$ cat config.mk
export PLATFORM = sky130hd
export DESIGN_NAME = tlb_xlate
export DESIGN_NICKNAME = d
export VERILOG_FILES = /design/src/rtl/tlb_pkg.sv /design/src/rtl/tlb_entry_array.sv /design/src/rtl/tlb_first_match.sv /design/src/rtl/tlb_rr_ptr.sv /design/src/rtl/tlb_xlate.sv
export SDC_FILE = /design/constraint.sdc
export NUM_CORES = 1
export LEC_CHECK = 0
export BUFFER_PORTS_ARGS = -buffer_cell sky130_fd_sc_hd__buf_4
export CELL_PAD_IN_SITES_DETAIL_PLACEMENT = 0
export CELL_PAD_IN_SITES_GLOBAL_PLACEMENT = 1
export CORE_MARGIN = 3
export CORE_UTILIZATION = 31
export CTS_BUF_LIST = sky130_fd_sc_hd__clkbuf_4
export CTS_CLUSTER_SIZE = 10
export DETAILED_ROUTE_END_ITERATION = 8
export GPL_TIMING_DRIVEN = 0
export PLACE_DENSITY_LB_ADDON = 0.1
export SYNTH_ARGS = -nofsm -noshare
export SYNTH_HDL_FRONTEND = slang
export SYNTH_SLANG_ARGS = --single-unit
$ cat constraint.sdc
create_clock -name clk -period 5.2 [get_ports clk]
set_input_delay 0.78 -clock clk [delete_from_list [all_inputs] [get_ports clk]]
set_output_delay 0.78 -clock clk [all_outputs]
set_load 0.02 [all_outputs]
$ cat src/rtl/tlb_pkg.sv
// Shared definitions for the translation cache: access-type codes and
// the bit position of each permission inside an entry's permission field.
package tlb_pkg;
    typedef enum logic [1:0] {
        ACC_READ  = 2'd0,
        ACC_WRITE = 2'd1,
        ACC_EXEC  = 2'd2,
        ACC_RSVD  = 2'd3
    } acc_e;

    localparam int PERM_W     = 3;
    localparam int PERM_BIT_R = 0;
    localparam int PERM_BIT_W = 1;
    localparam int PERM_BIT_X = 2;
endpackage

$ cat src/rtl/tlb_entry_array.sv
// Storage for all translation slots plus one comparator per slot.
// Assumes the caller resolves flush/refill priority; flush here clears
// every valid bit and overrides any write in the same cycle.
module tlb_entry_array #(
    parameter int ENTRIES = 8,
    parameter int VPN_W   = 20,
    parameter int PFN_W   = 20,
    parameter int PERM_W  = 3,
    localparam int IDX_W  = (ENTRIES > 1) ? $clog2(ENTRIES) : 1
) (
    input  logic                             clk,
    input  logic                             rst_n,
    input  logic                             clear_all,
    input  logic                             wr_en,
    input  logic [IDX_W-1:0]                 wr_idx,
    input  logic [VPN_W-1:0]                 wr_vpn,
    input  logic [PFN_W-1:0]                 wr_pfn,
    input  logic [PERM_W-1:0]                wr_perm,
    input  logic [VPN_W-1:0]                 look_vpn,
    output logic [ENTRIES-1:0]               match_vec,
    output logic [ENTRIES-1:0][PFN_W-1:0]    slot_pfn,
    output logic [ENTRIES-1:0][PERM_W-1:0]   slot_perm
);
    for (genvar g = 0; g < ENTRIES; g++) begin : g_slot
        logic             vld_q;
        logic [VPN_W-1:0] vpn_q;
        logic [PFN_W-1:0] pfn_q;
        logic [PERM_W-1:0] perm_q;
        logic             sel;

        assign sel = wr_en && (wr_idx == IDX_W'(g));

        // Slot state: reset/flush invalidate, selected refill loads.
        always_ff @(posedge clk) begin
            if (!rst_n) begin
                vld_q  <= 1'b0;
                vpn_q  <= '0;
                pfn_q  <= '0;
                perm_q <= '0;
            end else if (clear_all) begin
                vld_q <= 1'b0;
            end else if (sel) begin
                vld_q  <= 1'b1;
                vpn_q  <= wr_vpn;
                pfn_q  <= wr_pfn;
                perm_q <= wr_perm;
            end
        end

        // Parallel compare of this slot against the lookup page number.
        always_comb match_vec[g] = vld_q && (vpn_q == look_vpn);

        assign slot_pfn[g]  = pfn_q;
        assign slot_perm[g] = perm_q;
    end
endmodule

$ cat src/rtl/tlb_first_match.sv
// Picks the lowest set bit of a match vector so duplicate matches
// resolve deterministically. Assumes nothing about how many bits are set.
module tlb_first_match #(
    parameter int ENTRIES = 8,
    localparam int IDX_W  = (ENTRIES > 1) ? $clog2(ENTRIES) : 1
) (
    input  logic [ENTRIES-1:0] match_vec,
    output logic               any,
    output logic [IDX_W-1:0]   idx
);
    // Scan from the top down so the lowest index is written last.
    always_comb begin
        any = 1'b0;
        idx = '0;
        for (int i = ENTRIES - 1; i >= 0; i--) begin
            if (match_vec[i]) begin
                any = 1'b1;
                idx = IDX_W'(i);
            end
        end
    end
endmodule

$ cat src/rtl/tlb_rr_ptr.sv
// Round-robin victim pointer. Advances once per accepted refill and
// wraps at ENTRIES-1; works for non-power-of-two depths.
module tlb_rr_ptr #(
    parameter int ENTRIES = 8,
    localparam int IDX_W  = (ENTRIES > 1) ? $clog2(ENTRIES) : 1
) (
    input  logic             clk,
    input  logic             rst_n,
    input  logic             step,
    output logic [IDX_W-1:0] ptr
);
    localparam logic [IDX_W-1:0] LAST = IDX_W'(ENTRIES - 1);

    // Pointer register: zero on reset, increment with wrap on step.
    always_ff @(posedge clk) begin
        if (!rst_n)
            ptr <= '0;
        else if (step)
            ptr <= (ptr == LAST) ? '0 : ptr + 1'b1;
    end
endmodule

$ cat src/rtl/tlb_xlate.sv
// Fully associative translation cache top. Looks up every request in
// parallel, checks the permission for the access type, and registers a
// hit, miss or fault one cycle later. Assumes the walker presents refills
// on its own; flush takes priority over a same-cycle refill.
module tlb_xlate
    import tlb_pkg::*;
#(
    parameter int ENTRIES = 8,
    parameter int VPN_W   = 20,
    parameter int PFN_W   = 20,
    parameter int OFS_W   = 12,
    localparam int VA_W   = VPN_W + OFS_W,
    localparam int PA_W   = PFN_W + OFS_W,
    localparam int IDX_W  = (ENTRIES > 1) ? $clog2(ENTRIES) : 1
) (
    input  logic              clk,
    input  logic              rst_n,
    input  logic              req_valid,
    input  logic [VA_W-1:0]   req_vaddr,
    input  logic [1:0]        req_acc,
    input  logic              flush,
    input  logic              refill_valid,
    input  logic [VPN_W-1:0]  refill_vpn,
    input  logic [PFN_W-1:0]  refill_pfn,
    input  logic [2:0]        refill_perm,
    output logic              rsp_hit,
    output logic              rsp_miss,
    output logic              rsp_fault,
    output logic [PA_W-1:0]   rsp_paddr,
    output logic [VPN_W-1:0]  miss_vpn
);
    logic [VPN_W-1:0]                 req_vpn;
    logic [OFS_W-1:0]                 req_ofs;
    logic                             fill_ok;
    logic [IDX_W-1:0]                 victim;
    logic [ENTRIES-1:0]               match_vec;
    logic [ENTRIES-1:0][PFN_W-1:0]    slot_pfn;
    logic [ENTRIES-1:0][PERM_W-1:0]   slot_perm;
    logic                             any_match;
    logic [IDX_W-1:0]                 win_idx;
    logic [PERM_W-1:0]                win_perm;
    logic                             perm_ok;

    assign req_vpn = req_vaddr[VA_W-1:OFS_W];
    assign req_ofs = req_vaddr[OFS_W-1:0];
    assign fill_ok = refill_valid && !flush;

    tlb_rr_ptr #(.ENTRIES(ENTRIES)) u_ptr (
        .clk  (clk),
        .rst_n(rst_n),
        .step (fill_ok),
        .ptr  (victim)
    );

    tlb_entry_array #(
        .ENTRIES(ENTRIES), .VPN_W(VPN_W), .PFN_W(PFN_W), .PERM_W(PERM_W)
    ) u_arr (
        .clk      (clk),
        .rst_n    (rst_n),
        .clear_all(flush),
        .wr_en    (fill_ok),
        .wr_idx   (victim),
        .wr_vpn   (refill_vpn),
        .wr_pfn   (refill_pfn),
        .wr_perm  (refill_perm),
        .look_vpn (req_vpn),
        .match_vec(match_vec),
        .slot_pfn (slot_pfn),
        .slot_perm(slot_perm)
    );

    tlb_first_match #(.ENTRIES(ENTRIES)) u_pick (
        .match_vec(match_vec),
        .any      (any_match),
        .idx      (win_idx)
    );

    assign win_perm = slot_perm[win_idx];

    // Permission check of the winning slot against the access type.
    always_comb begin
        unique case (acc_e'(req_acc))
            ACC_READ:  perm_ok = win_perm[PERM_BIT_R];
            ACC_WRITE: perm_ok = win_perm[PERM_BIT_W];
            ACC_EXEC:  perm_ok = win_perm[PERM_BIT_X];
            default:   perm_ok = 1'b0;
        endcase
    end

    // Registered outcome: exactly one flag per request, address on hit only.
    always_ff @(posedge clk) begin
        if (!rst_n) begin
            rsp_hit   <= 1'b0;
            rsp_miss  <= 1'b0;
            rsp_fault <= 1'b0;
            rsp_paddr <= '0;
            miss_vpn  <= '0;
        end else begin
            rsp_hit   <= req_valid && any_match && perm_ok;
            rsp_fault <= req_valid && any_match && !perm_ok;
            rsp_miss  <= req_valid && !any_match;
            rsp_paddr <= (req_valid && any_match && perm_ok)
                         ? {slot_pfn[win_idx], req_ofs} : '0;
            miss_vpn  <= (req_valid && !any_match) ? req_vpn : '0;
        end
    end
endmodule

# Word level (Yosys, flattened, before mapping)
# Cells that the tools add are included.
[word_totals]
reg_bits = 410
inputBits = 82
out_inout_bits = 55
[classes]
addsub = 1
n_lt_le_gt_ge = 1
eq_ne = 17
muxes = 22
n_bitwise = 2
reduce_logical = 37
[ops]
columns = ["cell", "n"]
rows = [
  ["== test 20 bit", 8],
  ["binary-select mux 20 bit (select 3 bit)", 1],
  ["2-to-1 mux 3 bit", 10],
  ["logical AND 1 bit", 21],
  ["2-to-1 mux 20 bit", 1],
  ["AND reduction 2 bit", 10],
  ["== test 3 bit, second input constant", 4],
  ["binary-select mux 3 bit (select 3 bit)", 1],
  ["2-to-1 mux 1 bit", 8],
  ["== test 3 x 2 -> 1 bit, second input constant", 2],
  ["< comparator 3 x 4 -> 1 bit, second input constant", 1],
  ["adder 3 x 1 -> 3 bit, second input constant", 1],
  ["== test 3 x 1 -> 1 bit, second input constant", 1],
  ["logical NOT 1 bit", 3],
  ["logical NOT 3 bit", 1],
  ["case mux 1 bit (3 select lines)", 1],
  ["== test 2 x 1 -> 1 bit, second input constant", 1],
  ["== test 2 bit, second input constant", 1],
  ["logical NOT 2 bit", 1],
  ["inverter 1 bit", 2],
  ["OR reduction 2 bit", 1],
]

# Longest topological paths before layout
# Gate-level depths: netlist of run 1.
[depth]
depth_word = 15
ltp_mapped = 12
mapped_depth_nobuf = 10

# Cells and area by module
# A second synthesis of run 1 with hierarchy kept.
[unflattened]
cells_unflattened = 2063
area_unflattened_um2 = 18276.3
[by_module_without_submodules]
columns = ["mod", "instances", "cells_per_inst", "area_each_um2"]
rows = [
  ["tlb_entry_array", 1, 1818, 15023.2],
  ["tlb_xlate", 1, 219, 3025.4],
  ["tlb_rr_ptr", 1, 13, 147.6],
  ["tlb_first_match", 1, 13, 80.1],
]

# Worst setup path after synthesis of run 1
# OpenSTA, ideal clock, no wires.
[synth_path]
kind = "input to register"
from = "in req_vaddr[24]"
to = "reg rsp_paddr[21]"
setup_time_ns = 0.060
t_arrival_ns = 3.421
required_time_ns = 5.140
path_slack_ns = 1.718
stages = 12
n_path_buf = 2
path_cell_list = "buf_2 xnor2_1 nand3_1 nor4_2 nand2_2 a311oi_4 mux2_1 o221ai_2 nand3b_2 o211ai_4 buf_6 o2111a_1"
[synth_between]
elab_chain_len = 15
word_cells_on_any_way = 40
classes_between = "eq/ne: 8; mux: 21; reduce/logical: 11"
[synth_rtl]
columns = ["element", "line_no", "rtl"]
rows = [
  ["start, declared", "tlb_xlate.sv:19", "input logic [VA_W-1:0] req_vaddr,"],
  ["== test 20 bit", "tlb_entry_array.sv:51", "always_comb match_vec[g] = vld_q && (vpn_q == look_vpn);"],
  ["logical AND 1 bit", "tlb_entry_array.sv:51", ""],
  ["2-to-1 mux 3 bit (8 in series)", "tlb_first_match.sv:16", "if (match_vec[i]) begin"],
  ["binary-select mux 3 bit (select 3 bit)", "tlb_xlate.sv:78", "assign win_perm = slot_perm[win_idx];"],
  ["2-to-1 mux 3 bit (implied by the code)", "tlb_xlate.sv:78", ""],
  ["case mux 1 bit (3 select lines)", "tlb_xlate.sv:82", "unique case (acc_e'(req_acc))"],
  ["logical AND 1 bit", "tlb_xlate.sv:102", "rsp_paddr <= (req_valid && any_match && perm_ok)"],
  ["AND reduction 2 bit (no source line)", "n/a", ""],
  ["end signal, assigned", "tlb_xlate.sv:102", ""],
  ["end, declared", "tlb_xlate.sv:29", "output logic [PA_W-1:0] rsp_paddr,"],
]
# Parallel ways exist; a longest one is shown, timed or not. The select of a mux whose other input is x is not followed.
# A chain may end at the register's enable or synchronous reset.

# Worst setup path in the final report of run 1
[layout_path]
from = "reg u_arr.g_slot[5].vpn_q[18]"
to = "reg rsp_paddr[27]"
[layout_between]
elab_chain_len = 13
word_cells_on_any_way = 22
classes_between = "eq/ne: 1; mux: 17; reduce/logical: 4"
[layout_rtl]
columns = ["element", "line_no", "rtl"]
rows = [
  ["start, declared", "tlb_entry_array.sv:26", "logic [VPN_W-1:0] vpn_q;"],
  ["start signal, assigned", "tlb_entry_array.sv:44", "vpn_q <= wr_vpn;"],
  ["== test 20 bit (*)", "tlb_entry_array.sv:51", ""],
  ["logical AND 1 bit (*)", "tlb_entry_array.sv:51", ""],
  ["2-to-1 mux 3 bit (6 in series)", "tlb_first_match.sv:16", ""],
  ["binary-select mux 3 bit (select 3 bit)", "tlb_xlate.sv:78", ""],
  ["2-to-1 mux 3 bit (implied by the code)", "tlb_xlate.sv:78", ""],
  ["case mux 1 bit (3 select lines)", "tlb_xlate.sv:82", ""],
  ["logical AND 1 bit", "tlb_xlate.sv:102", ""],
  ["AND reduction 2 bit (no source line)", "n/a", ""],
]
# Every way passes the cells marked *; elsewhere a longest branch is shown, timed or not. The select of a mux whose other input is x is not followed.

==> run_results.csv, run 1 <==
group,metric,value,unit
critical_path,required,6080,ps
clocking,cts_inserted_buffers,131,
power,combPwrFrac,7.9,%
logic_synthesis,yosysWarnings,0,
status,status,"complete, no violations",
clocking,post_cts_buffers,0,
floorplanning,core_area,60900,µm²
logic_synthesis,yosysTopAreaCell,"dfxtp_1",
power,leakage,7.59,nW
logic_synthesis,syn_avg_cell_area,8.51,µm²
logic_synthesis,synth-edff-count,0,
placed_design,gp_congestion,0.902,
finish,area_growth,17.3,%
critical_path,endpoint_kind,"flop",
critical_path,critPathCapture,"rsp_paddr[27]",
critical_path,r2r-start,"u_arr.g_slot[5].vpn_q[18]",
critical_path,crit_start,"u_arr.g_slot[5].vpn_q[18]",
logic_synthesis,seq_area_frac_synth,42.5,%
sta,max_slew_margin,6.84,%
logic_synthesis,synth.distinct_cells,69,
critical_path,reg2reg_to,"rsp_paddr[27]",
sta,worst_pin_slew,1390,ps
route,drc,0,
global_routing,antenna_found_initial,9,
floorplanning,rows,90,
finish,finalNetCount,2572,
floorplanning,die-area,65300,µm²
global_routing,grt_pass1_vias,16500,
route,first_pass_iters,5,
critical_path,worstRegToRegCells,9,
critical_path,critPathKind,"flop to flop",
floorplanning,ios,137,
clocking,htreeDepth,4,
placed_design,io_buffers,71,
sta,slew_viol_final,0,
sta,setup_viol,0,
sta,skew,54.7,ps
clocking,cts_tree,"yes",
route,ant_nets,0,
hold_path,hold_path_class,"primary input to flop",
logic_synthesis,synth_area,19300,µm²
flow_run,drv_cap,0,
route,first_iter_violations,1152,
power,intPower,5.26,mW
finish,fill_cells,6385,
logic_synthesis,synth_most_common_cell,"nand2_1",
floorplanning,die_w,255,µm
critical_path,worst-path-max-fanout,10,
clocking,clk_pin_slew_worst_paths,60,ps
route,wirelength,76.0,mm
power,power_frac_clock,47.2,%
logic_synthesis,async_flop_share,0,%
global_routing,grt_pass1_wl,110,mm
power,power.switching,1.88,mW
sta,timing.fmax,0.233,GHz
global_routing,grt_usage,22.9,%
logic_synthesis,synth_nets,2355,
sta,final_hold_viol_count,0,
logic_synthesis,synth.top_cell.area_share,42.5,%
power,seq_power_share,44.9,%
logic_synthesis,ys_seq_elements,410,
power,switching_share,26.3,%
sta,finalSetupTns,0,ps
logic_synthesis,synth.area.top_cells,"dfxtp_1, nand2_1, a21boi_0, xnor2_1, mux2i_1",
sta,post-route-period-util,82.5,%
clocking,worstSkewPairLatency,960,ps
logic_synthesis,synthFlopType,"dfxtp_1",
power,powerDensity,315,nW/µm²
placed_design,dp_hpwl,53.7,mm
power,total_power,7.14,mW
global_routing,grt_max_degree,17,
logic_synthesis,synth_cells,2267,
critical_path,rrSetupSlack,910,ps
route,num_vias,16900,
floorplanning,die_height,255,µm
critical_path,cp.arrival,5170,ps
route,wl_per_cell,22.4,µm
clocking,postCtsResizedCells,0,
finish,drive_gt1_share,15.5,%
critical_path,cp-start-kind,"flop",
clocking,clock_sinks,410,
floorplanning,initial_core_util,31.7,%
global_routing,overflow,0,
sta,rsz0062_at_grt,"false",
clocking,cts-root-buf,"clkbuf_4",
power,vdd_drop_max,0.000182,V
sta,period_needed,4290,ps
route,vias_per_cell,4.97,
clocking,cts.path.max_buffers,3,
logic_synthesis,synth_common_cells,"nand2_1, dfxtp_1, a21boi_0",
-- cell families after synthesis --
kind of cell | synth area share [%]
buffers and inverters | 5.71
adder cells (fa/ha/maj) | 0.389
flip-flops | 42.5
multiplexers | 4.67
AO/OA/AOI/OAI | 17.6
XOR/XNOR | 7.74
AND/OR/NAND/NOR | 21.4
-- worst min path at each step --
| stage | startpoint | end | slack, ps | cells after the start |
|---|---|---|---|---|
| 2_1_floorplan | u_arr.g_slot[6].pfn_q[18] | u_arr.g_slot[6].pfn_q[18] | 440 | 2 |
| 3_3_place_gp | u_arr.g_slot[7].pfn_q[2] | u_arr.g_slot[7].pfn_q[2] | 450 | 2 |
| 3_5_place_dp | u_arr.g_slot[7].pfn_q[14] | u_arr.g_slot[7].pfn_q[14] | 450 | 2 |
| 4_1_cts | refill_pfn[4] | u_arr.g_slot[4].pfn_q[4] | 4 | 3 |
| 5_1_grt | refill_pfn[3] | u_arr.g_slot[4].pfn_q[3] | 50 | 3 |
| 6_report | refill_pfn[4] | u_arr.g_slot[4].pfn_q[4] | 130 | 3 |
-- cell usage in the layout (no fill, tap or decap), drive strengths merged, types with 4 or more instances in the layout --
cell type      n
nand2        722
dfxtp        410
a21boi       345
clkbuf       313
buf          146
xnor2        139
mux2i         66
nand4         56
nor2          53
and2          25
nand3         24
a21oi         23
xor2          22
mux2          21
a22oi         20
o2111a        19
and3          17
nor4          16
dlygate4sd3   13
clkinv        11
or2            9
inv            7
nor2b          6
and4           6
ha             6
diode          5
nand2b         5
bufinv         5
or4            5
o211ai         5
nor3b          4
nor3           4
a211oi         4
-- state kept, by name, summed over array words and instances (netlist names) --
register and flops:
u_arr.g_slot.pfn_q 160, u_arr.g_slot.vpn_q 160, rsp_paddr 32, u_arr.g_slot.perm_q 24, miss_vpn 20, u_arr.g_slot.vld_q 8
u_ptr.ptr 3, rsp_fault 1, rsp_hit 1, rsp_miss 1
-- repair_timing --
| item | in CTS | in global routing |
|---|---|---|
| setup endpoints to repair | 0 | 0 |
| hold buffers | 13 | 0 |
| endpoints found under the hold margin | 14 | 0 |
-- power by group through the flow --
stage | Clock [mW] | Combinational [mW] | Sequential (mW)
after floorplan | 0 | 0.324 | 3.27
after global placement | 0 | 0.548 | 3.27
after detailed placement | 0 | 0.550 | 3.27
after CTS | 3.48 | 0.559 | 3.20
after global routing | 3.63 | 0.600 | 3.20
final | 3.37 | 0.562 | 3.20
-- stage by stage --
step           utilization [%]  instances  area, µm²  hold slack [ps]  setup slack [ps]
6_report                  37.1       3392      22600              132               908
5_1_grt                   37.1       3389      22600             48.9               805
4_1_cts                   37.1       3387      22600             4.16              1000
3_5_place_dp              34.3       3166      20900              455               323
3_3_place_gp              34.3       3166      20900              447               248
2_1_floorplan                -       2267      19300              439              1720
-- critical path, stage by stage (launching register included) --
cell,delay (ps)
dfxtp_1,320
xnor2_1,790
nand4_1,170
nor4_1,370
and4_1,340
a211oi_1,80
o211ai_1,680
clkbuf_1,720
clkbuf_1,500
o2111a_1,290
-- routing by layer --
layer  wire length [µm]  vias up  GRT usage (%)
met2              32700      581           34.2
met5                  0        -              0
li1                   -     8049              -
met1              35300     8108           31.1
met3               6110      129           7.19
met4               1840        0           7.79
-- layout make-up --
class / count / area, µm² / share of cell area, %
flip-flops and latches: 410 / 8210 / 36.3
clock buffers: 188 / 1410 / 6.24
repair buffers: 84 / 663 / 2.93
clock inverters: 20 / 210 / 0.929
well taps: 828 / 1040 / 4.58
diodes: 5 / 12.5 / 0.0553
plain buffers: 200 / 1090 / 4.80
inverters: 4 / 15.0 / 0.0663
multi-input cells: 1653 / 9990 / 44.1
(Power assumes the default switching activity.)
==> run 2, diff against run 1 <==
==> constraint.sdc (replaced) <==
create_clock -name clk -period 3.5 [get_ports clk]
set_input_delay 0.525 -clock clk [delete_from_list [all_inputs] [get_ports clk]]
set_output_delay 0.525 -clock clk [all_outputs]
set_load 0.02 [all_outputs]
==> run_results.csv, run 2 (synthesis gave the netlist of run 1 again) <==
group,metric,value,unit
critical_path,slowest_delay,530,ps
sta,period_needed,3480,ps
clocking,htreeDepth,4,
finish,fill_cells,6286,
floorplanning,die-area,65300,µm²
critical_path,reg2reg_to,"rsp_paddr[31]",
placed_design,dp_worst_setup_slack,-1120,ps
sta,rsz0062_at_grt,"true",
finish,finalNetCount,2657,
critical_path,r2r-start,"u_arr.g_slot[4].vpn_q[12]",
hold_path,whs_path_depth,3,
global_routing,overflow,0,
status,status,"complete, no violations",
critical_path,crit_family,"buffers and inverters",
sta,fin_ws,17.0,ps
critical_path,critical_path_buf_inv_count,3,
route,vias_per_cell,4.95,
sta,final_hold_viol_count,0,
critical_path,cpMaxStageDelayCell,"dlygate4sd3_1",
placed_design,io_buffers,71,
power,vdd_drop_max,0.000269,V
critical_path,worstRegToRegCells,10,
sta,whs,156,ps
critical_path,endpoint_kind,"flop",
sta,slew_viol_final,0,
route,ant_nets,0,
global_routing,antenna_found_initial,8,
sta,post-route-period-util,99.5,%
global_routing,grt_max_degree,17,
placed_design,dp_hpwl,53.7,mm
floorplanning,rows,90,
global_routing,grt_pass1_wl,111,mm
finish,area_growth,24.1,%
global_routing,grt_pass1_vias,16900,
route,first_pass_iters,5,
critical_path,cp-start-kind,"primary input",
sta,setup_viol,0,
finish,finalCoreUtilization,39.3,%
finish,multiInputGateArea,10400,µm²
critical_path,cp.arrival,4290,ps
global_routing,grt_usage,23.1,%
hold_path,hold_start,"rst_n",
floorplanning,core_area,60900,µm²
finish,layout_commonest_cell,"nand2_1",
placed_design,gp_congestion,0.902,
flow_run,drv_cap,0,
route,drc,0,
floorplanning,ios,137,
clocking,cts_inserted_buffers,131,
hold_path,hold_path_class,"primary input to flop",
route,wirelength,77.0,mm
floorplanning,die_height,255,µm
finish,drive_gt1_share,18.1,%
clocking,clk_pin_slew_worst_paths,60,ps
sta,max_slew_margin,9.16,%
placed_design,dp.cells,3166,
power,leakage,8.24,nW
floorplanning,initial_core_util,31.7,%
critical_path,required,4310,ps
clocking,worstSkewPairLatency,950,ps
critical_path,rrSetupSlack,70,ps
critical_path,critPathKind,"primary input to flop",
finish,stdcell_count,3475,
sta,skew,58.2,ps
clocking,cts.path.max_buffers,3,
power,total_power,10.7,mW
critical_path,cp_cell_sequence,"dlygate4sd3_1 -> buf_2 -> xnor2_1 -> nand3_1 -> or4_4 -> nor2_2 -> a211oi_4 -> or2_2 -> a21oi_1 -> clkbuf_2 -> a22oi_1 -> o2111a_2",
clocking,clock_sinks,410,
route,wl_per_cell,22.2,µm
finish,regArea,8210,µm²
clocking,cts-root-buf,"clkbuf_4",
finish,final_cell_mix,"nand2_1, dfxtp_1, a21boi_0",
route,first_iter_violations,1113,
sta,worst_pin_slew,1360,ps
finish,reg_top3,"u_arr.g_slot.pfn_q: 160 flops, u_arr.g_slot.vpn_q: 160 flops, rsp_paddr: 32 flops",
power,powerDensity,446,nW/µm²
hold_path,whs_endpoint,"rsp_fault",
sta,timing.fmax,0.287,GHz
route,num_vias,17200,
floorplanning,die_w,255,µm
clocking,cts_tree,"yes",
critical_path,worst-path-max-fanout,10,
-- run 2: cell count changes in the layout (fill, tap and decap cells not counted), sizes merged --
cell / previous run / this run
buf: 146 / 166
dlygate4sd3: 13 / 76
diode: 5 / 3
clkbuf: 313 / 315
-- run 2: timing repair --
| item | CTS | global route |
|---|---|---|
| cloned | 0 | 1 |
| resized for setup | 42 | 40 |
| pin swaps | 5 | 18 |
| setup endpoints to repair | 43 | 32 |
| buffers inserted | 12 | 9 |
| endpoints found under the hold margin | 370 | 0 |
| hold buffers | 76 | 0 |
-- run 2: through the flow --
stage / setup TNS (ps) / area, µm²
after floorplan: 0 / 19300
after global placement: -40470 / 20900
after detailed placement: -37110 / 20900
after CTS: 0 / 23600
after global routing: -8.84 / 24000
final: 0 / 24000
-- run 2: worst max path at each step --
stage | from | endpoint | cells after the start
6_report | req_vaddr[24] | rsp_paddr[31] | 12
5_1_grt | u_arr.g_slot[3].vpn_q[3] | rsp_paddr[31] | 14
4_1_cts | u_arr.g_slot[4].vpn_q[16] | rsp_paddr[31] | 12
3_3_place_gp | req_vaddr[17] | rsp_paddr[31] | 10
2_1_floorplan | req_vaddr[24] | rsp_paddr[21] | 12
3_5_place_dp | req_vaddr[17] | rsp_paddr[31] | 10
-- run 2: routing by layer --
layer,share of wire (%),GRT usage [%],up-vias
met3,7.4,7.10,138
met2,43,34.7,554
met4,2.8,8.36,0
met5,0,0,-
met1,47,31.2,8274
li1,-,-,8224
-- run 2: area by class of cell --
| cell class | count | area share [%] |
|---|---|---|
| multi-input cells | 1653 | 43.6 |
| flip-flops and latches | 410 | 34.3 |
| repair buffers | 169 | 6.28 |
| clock buffers | 188 | 5.89 |
| plain buffers | 200 | 4.66 |
| well taps | 828 | 4.33 |
| clock inverters | 20 | 0.878 |
| inverters | 4 | 0.0627 |
| diodes | 3 | 0.0313 |
-- run 2: tightest hold or removal path, delay by kind of cell --
| kind | cells | cell delay (ps) |
|---|---|---|
| AND/OR/NAND/NOR | 2 | 270 |
| buffers and inverters | 1 | 240 |
-- run 2: where the power goes --
| part | total (mW) | switching (mW) | internal [mW] |
|---|---|---|---|
| Sequential | 4.76 | 0.0320 | 4.73 |
| Combinational | 0.935 | 0.572 | 0.363 |
| Clock | 5.00 | 2.21 | 2.79 |
| Total | 10.7 | 2.82 | 7.88 |
==> run 3, diff against run 2 <==
--- a/config.mk
+++ b/config.mk
@@ -15,6 +15,7 @@
 export DETAILED_ROUTE_END_ITERATION = 8
 export GPL_TIMING_DRIVEN = 0
 export PLACE_DENSITY_LB_ADDON = 0.1
+export SETUP_SLACK_MARGIN = 0.4
 export SYNTH_ARGS = -nofsm -noshare
 export SYNTH_HDL_FRONTEND = slang
 export SYNTH_SLANG_ARGS = --single-unit
==> run_results.csv, run 3 (synthesis gave the netlist of run 1 again) <==
group,metric,value,unit
power,powerDensity,428,nW/µm²
global_routing,grt_max_degree,17,
critical_path,endpoint_kind,"flop",
route,wl_per_cell,21.9,µm
sta,final_hold_viol_count,0,
sta,period_needed,3400,ps
power,seq_power_share,46.0,%
finish,final_cell_mix,"nand2_1, dfxtp_1, a21boi_0",
floorplanning,rows,90,
finish,area_growth,25.1,%
critical_path,cpMaxStageDelayCell,"a311oi_4",
power,intPower,7.52,mW
critical_path,critical_path_buf_inv_count,4,
finish,multiInputGateArea,10600,µm²
sta,slew_viol_final,0,
clocking,cts.path.max_buffers,3,
critical_path,critPathKind,"flop to flop",
power,switching_share,27.4,%
hold_path,hold_path_class,"primary input to flop",
clocking,worstSkewPairLatency,890,ps
critical_path,cp_cell_sequence,"xnor2_2 -> nand3_1 -> nor4_2 -> nand4_1 -> a311oi_4 -> buf_4 -> mux2_4 -> o221ai_4 -> nand3b_4 -> o211ai_4 -> buf_12 -> buf_12 -> buf_16 -> o2111a_1",
clocking,cts_inserted_buffers,120,
power,power.switching,2.83,mW
flow_run,drv_cap,0,
global_routing,grt_pass1_wl,112,mm
route,first_pass_iters,5,
finish,reg_top3,"u_arr.g_slot.pfn_q: 160 flops, u_arr.g_slot.vpn_q: 160 flops, rsp_paddr: 32 flops",
finish,fill_cells,6245,
sta,timing.fmax,0.294,GHz
clocking,cts-root-buf,"clkbuf_4",
critical_path,crit_top_cell,"buf_12",
finish,finalNetCount,2651,
floorplanning,die-area,65300,µm²
power,power_frac_clock,44.8,%
sta,fin_ws,97.3,ps
route,ant_nets,0,
sta,max_slew_margin,15.6,%
critical_path,cp-start-kind,"flop",
sta,post-route-period-util,97.2,%
floorplanning,initial_core_util,31.7,%
floorplanning,core_area,60900,µm²
placed_design,gp_congestion,0.909,
route,num_vias,17300,
route,drc,0,
critical_path,worst-path-max-fanout,5,
power,vdd_drop_max,0.000207,V
sta,skew,55.0,ps
route,wirelength,76.6,mm
sta,worst_pin_slew,1260,ps
sta,finalSetupTns,0,ps
clocking,clock_sinks,410,
finish,regArea,8220,µm²
finish,layout_commonest_cell,"nand2_1",
power,total_power,10.3,mW
critical_path,required,4330,ps
floorplanning,die_w,255,µm
floorplanning,ios,137,
global_routing,grt_pass1_vias,16800,
power,combPwrFrac,9.3,%
clocking,cts_tree,"yes",
global_routing,antenna_found_initial,6,
placed_design,io_buffers,71,
placed_design,dp_hpwl,53.6,mm
placed_design,dp_worst_setup_slack,-1020,ps
power,leakage,8.31,nW
floorplanning,die_height,255,µm
sta,setup_viol,0,
global_routing,grt_usage,23.0,%
global_routing,overflow,0,
clocking,clk_pin_slew_worst_paths,70,ps
route,vias_per_cell,4.95,
finish,drive_gt1_share,18.8,%
route,first_iter_violations,1100,
clocking,htreeDepth,3,
critical_path,cp.arrival,4230,ps
sta,rsz0062_at_grt,"true",
critical_path,slowest_delay,420,ps
critical_path,crit_family,"compound AO/OA/AOI/OAI gates",
status,status,"complete, no violations",
[run 3: power by group through the flow]
stage	clock, mW	sequential [mW]	combinational, mW
after floorplan	0	4.87	0.494
after global placement	0	4.86	0.829
after detailed placement	0	4.86	0.831
after CTS	4.80	4.76	0.942
after global routing	5.06	4.76	1.02
final	4.63	4.76	0.959
[run 3: worst paths after layout]
path	to	start	slack [ps]	cells after the start
worst max-delay path	rsp_paddr[19]	u_arr.g_slot[5].vpn_q[11]	100	14
worst min-delay path	rsp_fault	rst_n	150	3
worst max register to register	rsp_paddr[19]	u_arr.g_slot[5].vpn_q[11]	100	14
worst min register to register	u_arr.g_slot[7].pfn_q[8]	u_arr.g_slot[7].pfn_q[8]	460	2
[run 3: worst register-to-register path, stage by stage (launching register included)]
cell and delay [ps]:
dfxtp_1 340, xnor2_2 360, nand3_1 160, nor4_2 290, nand4_1 240, a311oi_4 420
buf_4 180, mux2_4 300, o221ai_4 210, nand3b_4 110, o211ai_4 190, buf_12 160
buf_12 120, buf_16 110, o2111a_1 170
[run 3: area by class of cell]
class | instances | share of cell area, %
well taps | 828 | 4.29
inverters | 4 | 0.0622
plain buffers | 200 | 4.85
clock buffers | 180 | 5.60
repair buffers | 174 | 6.48
clock inverters | 40 | 0.782
diodes | 4 | 0.0414
multi-input cells | 1653 | 43.9
flip-flops and latches | 410 | 34.0
[run 3: through the flow]
| stage | instance area, µm² | cells | hold WS [ps] | util, % |
|---|---|---|---|---|
| 2_1_floorplan | 19400 | 2267 | 439 | - |
| 3_3_place_gp | 21000 | 3166 | 448 | 34.5 |
| 3_5_place_dp | 21000 | 3166 | 455 | 34.5 |
| 4_1_cts | 23900 | 3484 | 53.0 | 39.3 |
| 5_1_grt | 24100 | 3491 | 106 | 39.6 |
| 6_report | 24100 | 3493 | 147 | 39.6 |
[run 3: repair_timing]
item,in CTS,in global routing
cloned,1,0
endpoints found under the hold margin,369,0
hold buffers,75,0
buffers inserted,22,5
setup endpoints to repair,54,43
gates resized for setup,70,31
pin swaps,24,10
[run 3: metal layers]
layer | track usage (%) | part of all wire [%] | routed length [µm]
met2 | 34.9 | 44 | 33400
met4 | 8.25 | 2.8 | 2180
met3 | 4.88 | 6.5 | 5000
met5 | 0 | 0.017 | 13
met1 | 32.0 | 47 | 36000
